==> config.mk <==
export PLATFORM = sky130hd
export DESIGN_NAME = fill_irq_trigger
export DESIGN_NICKNAME = d
export VERILOG_FILES = /design/src/rtl/fill_irq_pkg.sv /design/src/rtl/level_cross_detect.sv /design/src/rtl/irq_status_bit.sv /design/src/rtl/fill_irq_trigger.sv
export SDC_FILE = /design/constraint.sdc
export NUM_CORES = 1
export LEC_CHECK = 0
export BUFFER_PORTS_ARGS = -buffer_cell sky130_fd_sc_hd__buf_4
export CAP_MARGIN = 20
export CORE_MARGIN = 2
export CORE_UTILIZATION = 35
export DETAILED_ROUTE_END_ITERATION = 12
export PLACE_DENSITY_LB_ADDON = 0.08
export RECOVER_POWER = 50
export SLEW_MARGIN = 25
export SYNTH_ARGS = -nofsm -noshare
export SYNTH_HDL_FRONTEND = slang
export SYNTH_SLANG_ARGS = --single-unit
==> constraint.sdc <==
create_clock -name clk -period 1.45 [get_ports clk]
set_input_delay 0.3625 -clock clk [delete_from_list [all_inputs] [get_ports clk]]
set_output_delay 0.3625 -clock clk [all_outputs]
set_load 0.01 [all_outputs]
==> src/rtl/fill_irq_pkg.sv <==
package fill_irq_pkg;

  typedef enum logic {
    FILL_UP    = 1'b0,
    DRAIN_DOWN = 1'b1
  } fill_dir_e;

  // Rising threshold in eighths of the depth; reserved codes fall back to half.
  function automatic int fill_up_level(input int sel, input int depth);
    case (sel)
      0:       return depth / 8;
      1:       return depth / 4;
      2:       return depth / 2;
      3:       return (depth * 3) / 4;
      4:       return (depth * 7) / 8;
      default: return depth / 2;
    endcase
  endfunction

  // Falling threshold mirrors the rising table about the depth.
  function automatic int drain_down_level(input int sel, input int depth);
    return depth - fill_up_level(sel, depth);
  endfunction

endpackage

==> src/rtl/level_cross_detect.sv <==
module level_cross_detect
  import fill_irq_pkg::*;
#(
  parameter int        DEPTH = 16,
  parameter int        CNT_W = $clog2(DEPTH) + 1,
  parameter int        SEL_W = 3,
  parameter fill_dir_e DIR   = FILL_UP
) (
  input  logic             clk,
  input  logic             rst_n,
  input  logic [CNT_W-1:0] count_i,
  input  logic [SEL_W-1:0] level_i,
  output logic             cross_o
);

  localparam logic [CNT_W-1:0] FULL_CNT = CNT_W'(DEPTH);

  logic [CNT_W-1:0] prev_q;
  logic [CNT_W-1:0] thr;

  always_ff @(posedge clk or negedge rst_n) begin
    if (!rst_n) prev_q <= '0;
    else        prev_q <= count_i;
  end

  generate
    if (DIR == FILL_UP) begin : g_up
      always_comb begin
        thr     = CNT_W'(fill_up_level(int'(level_i), DEPTH));
        cross_o = (prev_q < thr) && (count_i >= thr);
      end
    end else begin : g_down
      always_comb begin
        thr     = CNT_W'(drain_down_level(int'(level_i), DEPTH));
        cross_o = (prev_q > thr) && (count_i <= thr);
      end
    end
  endgenerate

  // jump detection relies on counts staying inside the FIFO range
  a_r4_count_bounded: assert property (@(posedge clk) disable iff (!rst_n)
    count_i <= FULL_CNT);

endmodule

==> src/rtl/irq_status_bit.sv <==
module irq_status_bit (
  input  logic clk,
  input  logic rst_n,
  input  logic set_i,
  input  logic clear_i,
  input  logic mask_i,
  output logic raw_o,
  output logic irq_o
);

  logic raw_q;

  always_ff @(posedge clk or negedge rst_n) begin
    if (!rst_n)       raw_q <= 1'b0;
    else if (set_i)   raw_q <= 1'b1;
    else if (clear_i) raw_q <= 1'b0;
  end

  assign raw_o = raw_q;
  assign irq_o = raw_q & mask_i;

  a_r7_set_wins: assert property (@(posedge clk) disable iff (!rst_n)
    set_i |=> raw_q);

  a_r6_clear_drops: assert property (@(posedge clk) disable iff (!rst_n)
    (clear_i && !set_i) |=> !raw_q);

  a_r10_sticky: assert property (@(posedge clk) disable iff (!rst_n)
    (raw_q && !clear_i) |=> raw_q);

  a_r5_rise_needs_cross: assert property (@(posedge clk) disable iff (!rst_n)
    $rose(raw_q) |-> $past(set_i));

  a_r8_irq_needs_arm: assert property (@(posedge clk) disable iff (!rst_n)
    irq_o |-> (mask_i && raw_q));

endmodule

==> src/rtl/fill_irq_trigger.sv <==
module fill_irq_trigger
  import fill_irq_pkg::*;
#(
  parameter int DEPTH = 16,
  parameter int CNT_W = $clog2(DEPTH) + 1,
  parameter int SEL_W = 3
) (
  input  logic             clk,
  input  logic             rst_n,
  input  logic [CNT_W-1:0] rx_count_i,
  input  logic [CNT_W-1:0] tx_count_i,
  input  logic [SEL_W-1:0] rx_level_i,
  input  logic [SEL_W-1:0] tx_level_i,
  input  logic             rx_mask_i,
  input  logic             tx_mask_i,
  input  logic             rx_clear_i,
  input  logic             tx_clear_i,
  output logic             rx_raw_o,
  output logic             tx_raw_o,
  output logic             rx_irq_o,
  output logic             tx_irq_o
);

  logic rx_cross;
  logic tx_cross;

  level_cross_detect #(
    .DEPTH(DEPTH), .CNT_W(CNT_W), .SEL_W(SEL_W), .DIR(FILL_UP)
  ) u_rx_detect (
    .clk     (clk),
    .rst_n   (rst_n),
    .count_i (rx_count_i),
    .level_i (rx_level_i),
    .cross_o (rx_cross)
  );

  level_cross_detect #(
    .DEPTH(DEPTH), .CNT_W(CNT_W), .SEL_W(SEL_W), .DIR(DRAIN_DOWN)
  ) u_tx_detect (
    .clk     (clk),
    .rst_n   (rst_n),
    .count_i (tx_count_i),
    .level_i (tx_level_i),
    .cross_o (tx_cross)
  );

  irq_status_bit u_rx_status (
    .clk     (clk),
    .rst_n   (rst_n),
    .set_i   (rx_cross),
    .clear_i (rx_clear_i),
    .mask_i  (rx_mask_i),
    .raw_o   (rx_raw_o),
    .irq_o   (rx_irq_o)
  );

  irq_status_bit u_tx_status (
    .clk     (clk),
    .rst_n   (rst_n),
    .set_i   (tx_cross),
    .clear_i (tx_clear_i),
    .mask_i  (tx_mask_i),
    .raw_o   (tx_raw_o),
    .irq_o   (tx_irq_o)
  );

  // nothing is pending in the first cycle out of reset
  a_r1_quiet_after_reset: assert property (@(posedge clk) disable iff (!rst_n)
    $rose(rst_n) |-> (!rx_raw_o && !tx_raw_o));

endmodule

### Word-level counts from Yosys, hierarchy flattened

Cells that the tools add are included.
W data, S select, Z words.

| word-level totals | value |
|---|---|
| flip-flop bits (word level) | 12 |
| latch bits | 0 |
| bits in writable memories | 0 |
| bits in read-only memories | 0 |
| output and inout port bits | 4 |
| logic and storage cells | 29 |
| memories | 0 |

| cells by class | value |
|---|---|
| $add $sub $neg | 1 |
| $mul | 0 |
| divide/modulo/power cells | 0 |
| $lt $le $gt $ge | 4 |
| equal/unequal tests | 6 |
| shift operators | 0 |
| mux-type cells | 6 |
| bitwise gates (word level) | 2 |
| reductions and logical operators | 6 |

Operator list:

| kind | number |
|---|---|
| $pmux W4 S4 | 2 |
| $eq A3 B1 Y1 const B | 2 |
| $eq A3 B2 Y1 const B | 2 |
| $eq A3 B3 Y1 const B | 2 |
| $logic_not A3 Y1 | 2 |
| $ge A5 B4 Y1 | 1 |
| $gt A5 B5 Y1 | 1 |
| $le A5 B5 Y1 | 1 |
| $lt A5 B4 Y1 | 1 |
| $sub A5 B4 Y5 const A | 1 |
| $mux W1 | 4 |
| $reduce_bool A2 Y1 | 2 |
| $and A1 B1 Y1 | 2 |
| $logic_and A1 B1 Y1 | 2 |

### Depth between registers and ports, before layout

Gate-level depths: netlist of the first run.

| depth | value |
|---|---|
| depth in word-level cells | 6 |
| gate-level depth with buffers | 8 |

### By module

From an unflattened synthesis of the first run, not the netlist that was laid out.

| unflattened totals | value |
|---|---|
| cell total of the unflattened synthesis | 62 |
| area, all modules | 665.6 um2 |

Modules (own cells, without submodules):

| module | times used | cells an instance | area each (um2) |
|---|---|---|---|
| level_cross_detect (u_tx_detect) | 1 | 33 | 347.8 |
| level_cross_detect (u_rx_detect) | 1 | 21 | 232.7 |
| irq_status_bit | 2 | 4 | 42.5 |

### Least setup slack after synthesis of the first run

OpenSTA, ideal clock, no wires.

| path | value |
|---|---|
| path type | input -> register |
| from | input port tx_level_i[1] |
| to | register u_tx_status.raw_q (netlist: u_tx_status.raw_o) |
| library setup time | 0.132 ns |
| data arrival time | 1.402 ns |
| data required time | 1.318 ns |
| setup slack | -0.084 ns |
| cell stages on the path | 8 |
| cell sequence | nor2_2 -> nand2_1 -> o21ai_0 -> ha_1 -> a21oi_1 -> o21ai_1 -> a211oi_2 -> a211oi_2 |

| on the way | value |
|---|---|
| word-level cells in the longest chain between the ends | 6 |

Ends and longest elaborated chain:

| element | line | source |
|---|---|---|
| start: declaration | fill_irq_trigger.sv:13 | `input logic [SEL_W-1:0] tx_level_i,` |
| $eq A3 B3 Y1, or another cell as far along | fill_irq_pkg.sv:10 | `case (sel)` |
| $pmux W4 S4 (*) | fill_irq_pkg.sv:10 |  |
| $sub A5 B4 Y5 (*) | fill_irq_pkg.sv:22 | `return depth - fill_up_level(sel, depth);` |
| $gt A5 B5 Y1 or $le A5 B5 Y1 (tied branches) | level_cross_detect.sv:35 | `cross_o = (prev_q > thr) && (count_i <= thr);` |
| $logic_and A1 B1 Y1 (*) | level_cross_detect.sv:35 |  |
| $mux W1 or $reduce_bool A2 Y1 (tied branches) | n/a |  |
| end signal: assignment | irq_status_bit.sv:14 | `if (!rst_n) raw_q <= 1'b0;` |
| end signal: assignment | irq_status_bit.sv:15 | `else if (set_i) raw_q <= 1'b1;` |
| end signal: assignment | irq_status_bit.sv:16 | `else if (clear_i) raw_q <= 1'b0;` |
| end: declaration | irq_status_bit.sv:11 | `logic raw_q;` |

Every way passes the cells marked *; elsewhere a longest branch is shown, timed or not.
A chain may end at the register's enable or synchronous reset.

### Worst setup path after layout of the first run

| path | value |
|---|---|
| from | input port tx_level_i[0] |
| to | register u_tx_status.raw_q (netlist: u_tx_status.raw_o) |

Same word-level chain as after synthesis.

==> results of run 1 <==
==> timing repair <==
action | in CTS | in global routing
setup endpoints to repair | 0 | 2
setup buffers | 0 | 1
gates resized for setup | 0 | 11
hold buffers | 1 | 0
endpoints found under the hold margin | 11 | 0
==> layout by cell type, fill, tap and decap left out, types with 2 or more instances in the layout <==
master    synthesis  layout
buf_4             0      22
ha_1             12      11
dfrtp_1          11      11
clkbuf_4          0       9
inv_1             5       4
clkbuf_1          0       4
nand2_1           3       3
o21ai_1           3       3
nor2_1            4       3
a211oi_2          2       3
nor2_4            0       2
o21ai_2           1       2
and2_1            2       2
a21oi_1           2       2
conb_1            1       2
buf_6             0       2
==> Yosys cell counts (all sizes together) <==
master	count	area (µm²)
ha	12	150
dfrtp	11	275
inv	5	18.8
nor2	5	21.3
o21ai	5	28.8
a211oi	3	32.5
nand2	3	11.3
a21oi	2	10.0
and2	2	12.5
nor2b	2	12.5
a21o	1	7.51
a31oi	1	6.26
conb	1	3.75
mux2i	1	10.0
nand2b	1	6.26
nand4	1	6.26
nor3	1	10.0
nor4b	1	15.0
o211ai	1	7.51
o311ai	1	8.76
o31a	1	8.76
xnor2	1	8.76
==> path summary, 6_finish.rpt <==
path                       depth (start not counted)                  start               endpoint
max                                                9          tx_level_i[0]      u_tx_status.raw_o
min                                                1          rx_count_i[2]  u_rx_detect.prev_q[2]
max reg2reg                                        5  u_tx_detect.prev_q[3]      u_tx_status.raw_o
min reg2reg                                        3  u_rx_detect.prev_q[4]      u_rx_status.raw_o
max in group asynchronous                          2                  rst_n  u_rx_detect.prev_q[2]
min in group asynchronous                          2                  rst_n  u_tx_detect.prev_q[4]
==> area by class of cell <==
cell class / instances / area (µm²) / area share [%]
flip-flops and latches: 11 / 275 / 26.2
well taps: 25 / 31.3 / 2.98
clock buffers: 4 / 26.3 / 2.50
inverters: 5 / 18.8 / 1.79
repair buffers: 35 / 269 / 25.6
multi-input cells: 47 / 430 / 41.0
==> registers in the layout, indices dropped and copies added, names as in the netlist <==
signal	flops
u_tx_status.raw_o	1
u_rx_status.raw_o	1
u_rx_detect.prev_q	4
u_tx_detect.prev_q	5
==> power by group through the flow <==
stage          Sequential, mW  Clock [mW]  Combinational [mW]
6_report                0.341       0.218               0.255
5_1_grt                 0.344       0.244               0.287
4_1_cts                 0.341       0.225               0.243
3_5_place_dp            0.347           0               0.238
3_3_place_gp            0.346           0               0.235
2_1_floorplan           0.350           0               0.111
==> cells by family (layout without fill, tap and decap cells) <==
| kind of cell | Yosys count | in the layout | synth area share (%) |
|---|---|---|---|
| buf+inv | 5 | 44 | 2.79 |
| mux | 1 | 1 | 1.49 |
| flops | 11 | 11 | 41.0 |
| compound gates | 15 | 15 | 16.4 |
| simple gates | 16 | 16 | 14.2 |
| xor+xnor | 1 | 1 | 1.30 |
| fa+ha+maj | 12 | 12 | 22.3 |
| other cells | 1 | 2 | 0.558 |
==> metal layers <==
layer  global-route usage [%]  vias up
met5                        0        -
met4                     4.86        0
met3                     4.53        2
met2                     22.1       18
met1                     18.2      263
li1                         -      303
==> stage by stage <==
stage | utilization, % | cell area [µm²] | setup slack [ps] | TNS (ps)
4_1_cts | 56.7 | 1000 | 24.5 | 0
3_3_place_gp | 54.7 | 965 | -250 | -500
6_report | 59.6 | 1050 | 60.7 | 0
2_1_floorplan | - | 686 | 1.81 | 0
5_1_grt | 59.6 | 1050 | -61.1 | -61.1
3_5_place_dp | 54.7 | 965 | -245 | -484
==> metrics.txt, run 1 <==
status finished clean; row count 15; total congestion overflow 0; Remaining DRCs 0; vias approximately 590; crit share post-route 95.8%; ANT cells 0; Post-Syn Instances 62; CTS max path bufs 2; critical path type input pin to flop; Routed WL per cell 11.1 µm; Iter 0 DRT Violations 7; Filler Cells Inserted 174; internal power 580 µW; drt total wl 1.42 mm; Clk pwr share 26.8%; crit start category input pin; CP Cell Sequence buf_6 -> inv_2 -> a21o_1 -> buf_4 -> ha_1 -> nand2_1 -> o21ai_1 -> a211oi_2 -> a211oi_2; Crit path buffers/inverters 3; VDD IR max 0.529 mV; dpl cells 121; CTS HTree Levels 1; layout cells sized above 1 46.1%; Mapped Area 672 µm²; Critical-path top delay cell ha_1; Final Max Slew Viols 0; Hold Slack 208 ps; syn_area_per_cell 10.8 µm²; # setup viols final 0; CP Max Fanout 4; Worst Max-Slew Pin Slew 605 ps; All-Layer GR Usage 14.1%; die area between 2000 and 2500 µm²; Final Skew 6.93 ps; Power Density 774 nW/µm²; HPWL after detailed placement 1.15 mm; Distinct cells, synth 26; clock slew at reported path FFs 70 ps; Critical Path AT 1540 ps; Overall Power 814 µW; sequential area share after synthesis 41.0%; area delta synth->final 56.4%; pin count of the biggest net entering global routing 12; post-route insts no fill ~130; Top Metal Used met4; WL met3 78 µm; FF-to-FF setup slack between 150 and 200 ps; Die Span X 47.8 µm; CTS Buf Count 3; Sequential Power Share 41.9%; TritonRoute pass-1 iters 3; CTS Root Cell clkbuf_4; first-pass GRT wire length 2.15 mm; core area about 1800 µm²; crit end category flop; part of the power in combinational logic around a third; slowest stage delay, CP 260 ps; final hold violations 0; unrepaired setup endpoints after global routing yes; Sw Ratio between 20% and 30%; met1 wire length 667 µm; vias in the first global route 513; class of the worst hold path input pin to flop; IO buf count 25; Rel. slew slack 59.7%; flop and latch count out of synthesis 11; cell mode on critical path a211oi_2; Leak 0.505 nW; Clock Sinks 11; Sw Pwr 234 µW; Die Y 47.8 µm; routed length on met2 between 600 and 700 µm; post-layout min period 1390 ps; routability cong. 0.819; Max Cap Viol 0; clk_lat worst skew 280 ps; Worst Path Required 1600 ps; nets@finish 137; Achievable Freq between 700 and 800 MHz; Initial Utilization between 30% and 40%; synthesis warning total 0; CTS tree done; io pins 26; mean number of vias per cell between 4 and 5; CP top delay family compound AO/OA/AOI/OAI gates; antenna violations before repair 0; ANT nets after route 0
(Power assumes the default switching activity.)
==> inputs of run 2 (changes only) <==
--- a/config.mk
+++ b/config.mk
@@ -6,7 +6,6 @@
 export NUM_CORES = 1
 export LEC_CHECK = 0
 export BUFFER_PORTS_ARGS = -buffer_cell sky130_fd_sc_hd__buf_4
-export CAP_MARGIN = 20
 export CORE_MARGIN = 2
 export CORE_UTILIZATION = 35
 export DETAILED_ROUTE_END_ITERATION = 12
==> constraint.sdc (replaced) <==
create_clock -name clk -period 1.4 [get_ports clk]
set_input_delay 0.35 -clock clk [delete_from_list [all_inputs] [get_ports clk]]
set_output_delay 0.35 -clock clk [all_outputs]
set_load 0.01 [all_outputs]
==> run 2 against run 1 <==
  * Critical path depth down 1
  * Critical path type unchanged
  * Sequential share of layout area up 1.1 points
  * Worst hold slack better by 4.0 ps
  * Non-clock buffer count down 4
==> metrics.txt, run 2 (synthesized netlist as in run 1, its figures left out) <==
status finished clean; total congestion overflow 0; Achievable Freq 738 MHz; class of the worst hold path input pin to flop; drt total wl around 1.3 mm; commonest cells after routing, fill and taps aside 16 x buf_4, 11 x ha_1, 11 x dfrtp_1, 9 x clkbuf_4, 5 x clkbuf_1; critical path type input pin to flop; Critical Path AT 1500 ps; Leak ~0.48 nW; Rel. slew slack between 60 and 70%; # setup viols final 0; core area ~1800 µm²; row count 15; Final Util 57.2%; first-pass GRT wire length 2.15 mm; Routed WL per cell 10.3 µm; final hold violations 0; crit end category flop; Max Cap Viol 0; Clock Sinks 11; vias ~570; vias in the first global route 543; Power Density between 800 and 900 nW/µm²; max reg flops 5; routability cong. 0.741; Worst Max-Slew Pin Slew 585 ps; CTS HTree Levels 1; crit start category input pin; Top reg by flops u_tx_detect.prev_q; Iter 0 DRT Violations 2; worst hold path cell count 1; RR Endpoint u_tx_status.raw_o; layout cells sized above 1 about two fifths; hold endpoint u_rx_detect.prev_q[2]; reg2reg start u_tx_detect.prev_q[3]; CTS tree done; post-route insts no fill 123; ANT nets after route 0; Overall Power 815 µW; Worst Path Required 1540 ps; worst reg2reg path depth 5; mean number of vias per cell about 4.7; nets@finish about 130; dpl cells 118; Hold Slack around 210 ps; Final Skew 1.43 ps; ANT cells 0; clock slew at reported path FFs 70 ps; Final Max Slew Viols 0; FF-to-FF setup slack roughly 160 ps; Die Y 47.8 µm; unrepaired setup endpoints after global routing yes; area delta synth->final 50.3%; top flop regs u_tx_detect.prev_q x5, u_rx_detect.prev_q x4; All-Layer GR Usage 14.0%; TritonRoute pass-1 iters 4; Remaining DRCs 0; hold path start rx_count_i[2]; clk_lat worst skew about 270 ps; Die Span X 47.8 µm; VDD IR max 0.530 mV; CTS Root Cell clkbuf_4; post-layout min period roughly 1400 ps; HPWL after detailed placement 1.08 mm; CTS Buf Count 3; io pins 26; commonest non-fill, non-tap cell in the layout buf_4; antenna violations before repair 0; CTS max path bufs 2; pin count of the biggest net entering global routing 12; Placed Area 945 µm²; IO buf count 25; post-route cell area between 1000 and 1500 µm²; crit share post-route 96.7%; Initial Utilization 38.1%; die area 2290 µm²; CP Max Fanout 3
run 2: what timing repair did:
action,CTS,global route
resized for setup,0,9
setup buffers,0,0
setup endpoints to repair,1,2
hold buffers,1,0
endpoints found under the hold margin,11,0
pin swaps,1,9
run 2: worst max-delay path by stage:
stage / start / endpoint / cells past startpoint
4_1_cts: tx_level_i[1] / u_tx_status.raw_o / 7
6_report: rx_level_i[1] / u_rx_status.raw_o / 8
3_5_place_dp: tx_level_i[1] / u_tx_status.raw_o / 7
3_3_place_gp: rx_level_i[0] / u_rx_status.raw_o / 8
5_1_grt: tx_level_i[0] / u_tx_status.raw_o / 8
2_1_floorplan: tx_level_i[1] / u_tx_status.raw_o / 6
run 2: power breakdown:
group          internal [mW]  total (mW)  switching (mW)
combinational          0.138       0.248           0.110
sequential             0.341       0.352          0.0110
clock                  0.110       0.214           0.104
run 2: layout make-up:
cell class / instances / area, µm²
flip-flops and latches: 11 / 275
well taps: 25 / 31.3
repair buffers: 31 / 243
fillers: 180 / 754
clock buffers: 4 / 26.3
inverters: 5 / 18.8
multi-input cells: 47 / 415
run 2: worst max-delay path, cell delays in order:
cell and delay (ps):
buf_8 100, nor2_4 100, mux2i_1 90, ha_1 290, o21ai_1 110, a31oi_1 70
o311ai_1 290, o21ai_1 100
run 2: layer usage:
layer	GRT usage [%]	part of all wire [%]	vias up	wire [µm]
met4	4.86	0.94	0	12
met5	0	0	-	0
met3	7.17	8.3	2	106
li1	-	-	294	-
met2	20.3	47	22	593
met1	17.9	44	256	561
run 2: metrics by stage:
stage          worst slack (ps)  TNS (ps)
2_1_floorplan             -35.7     -35.7
3_3_place_gp               -271      -541
3_5_place_dp               -268      -496
4_1_cts                    10.9         0
5_1_grt                   -15.8     -19.5
6_report                   45.7         0
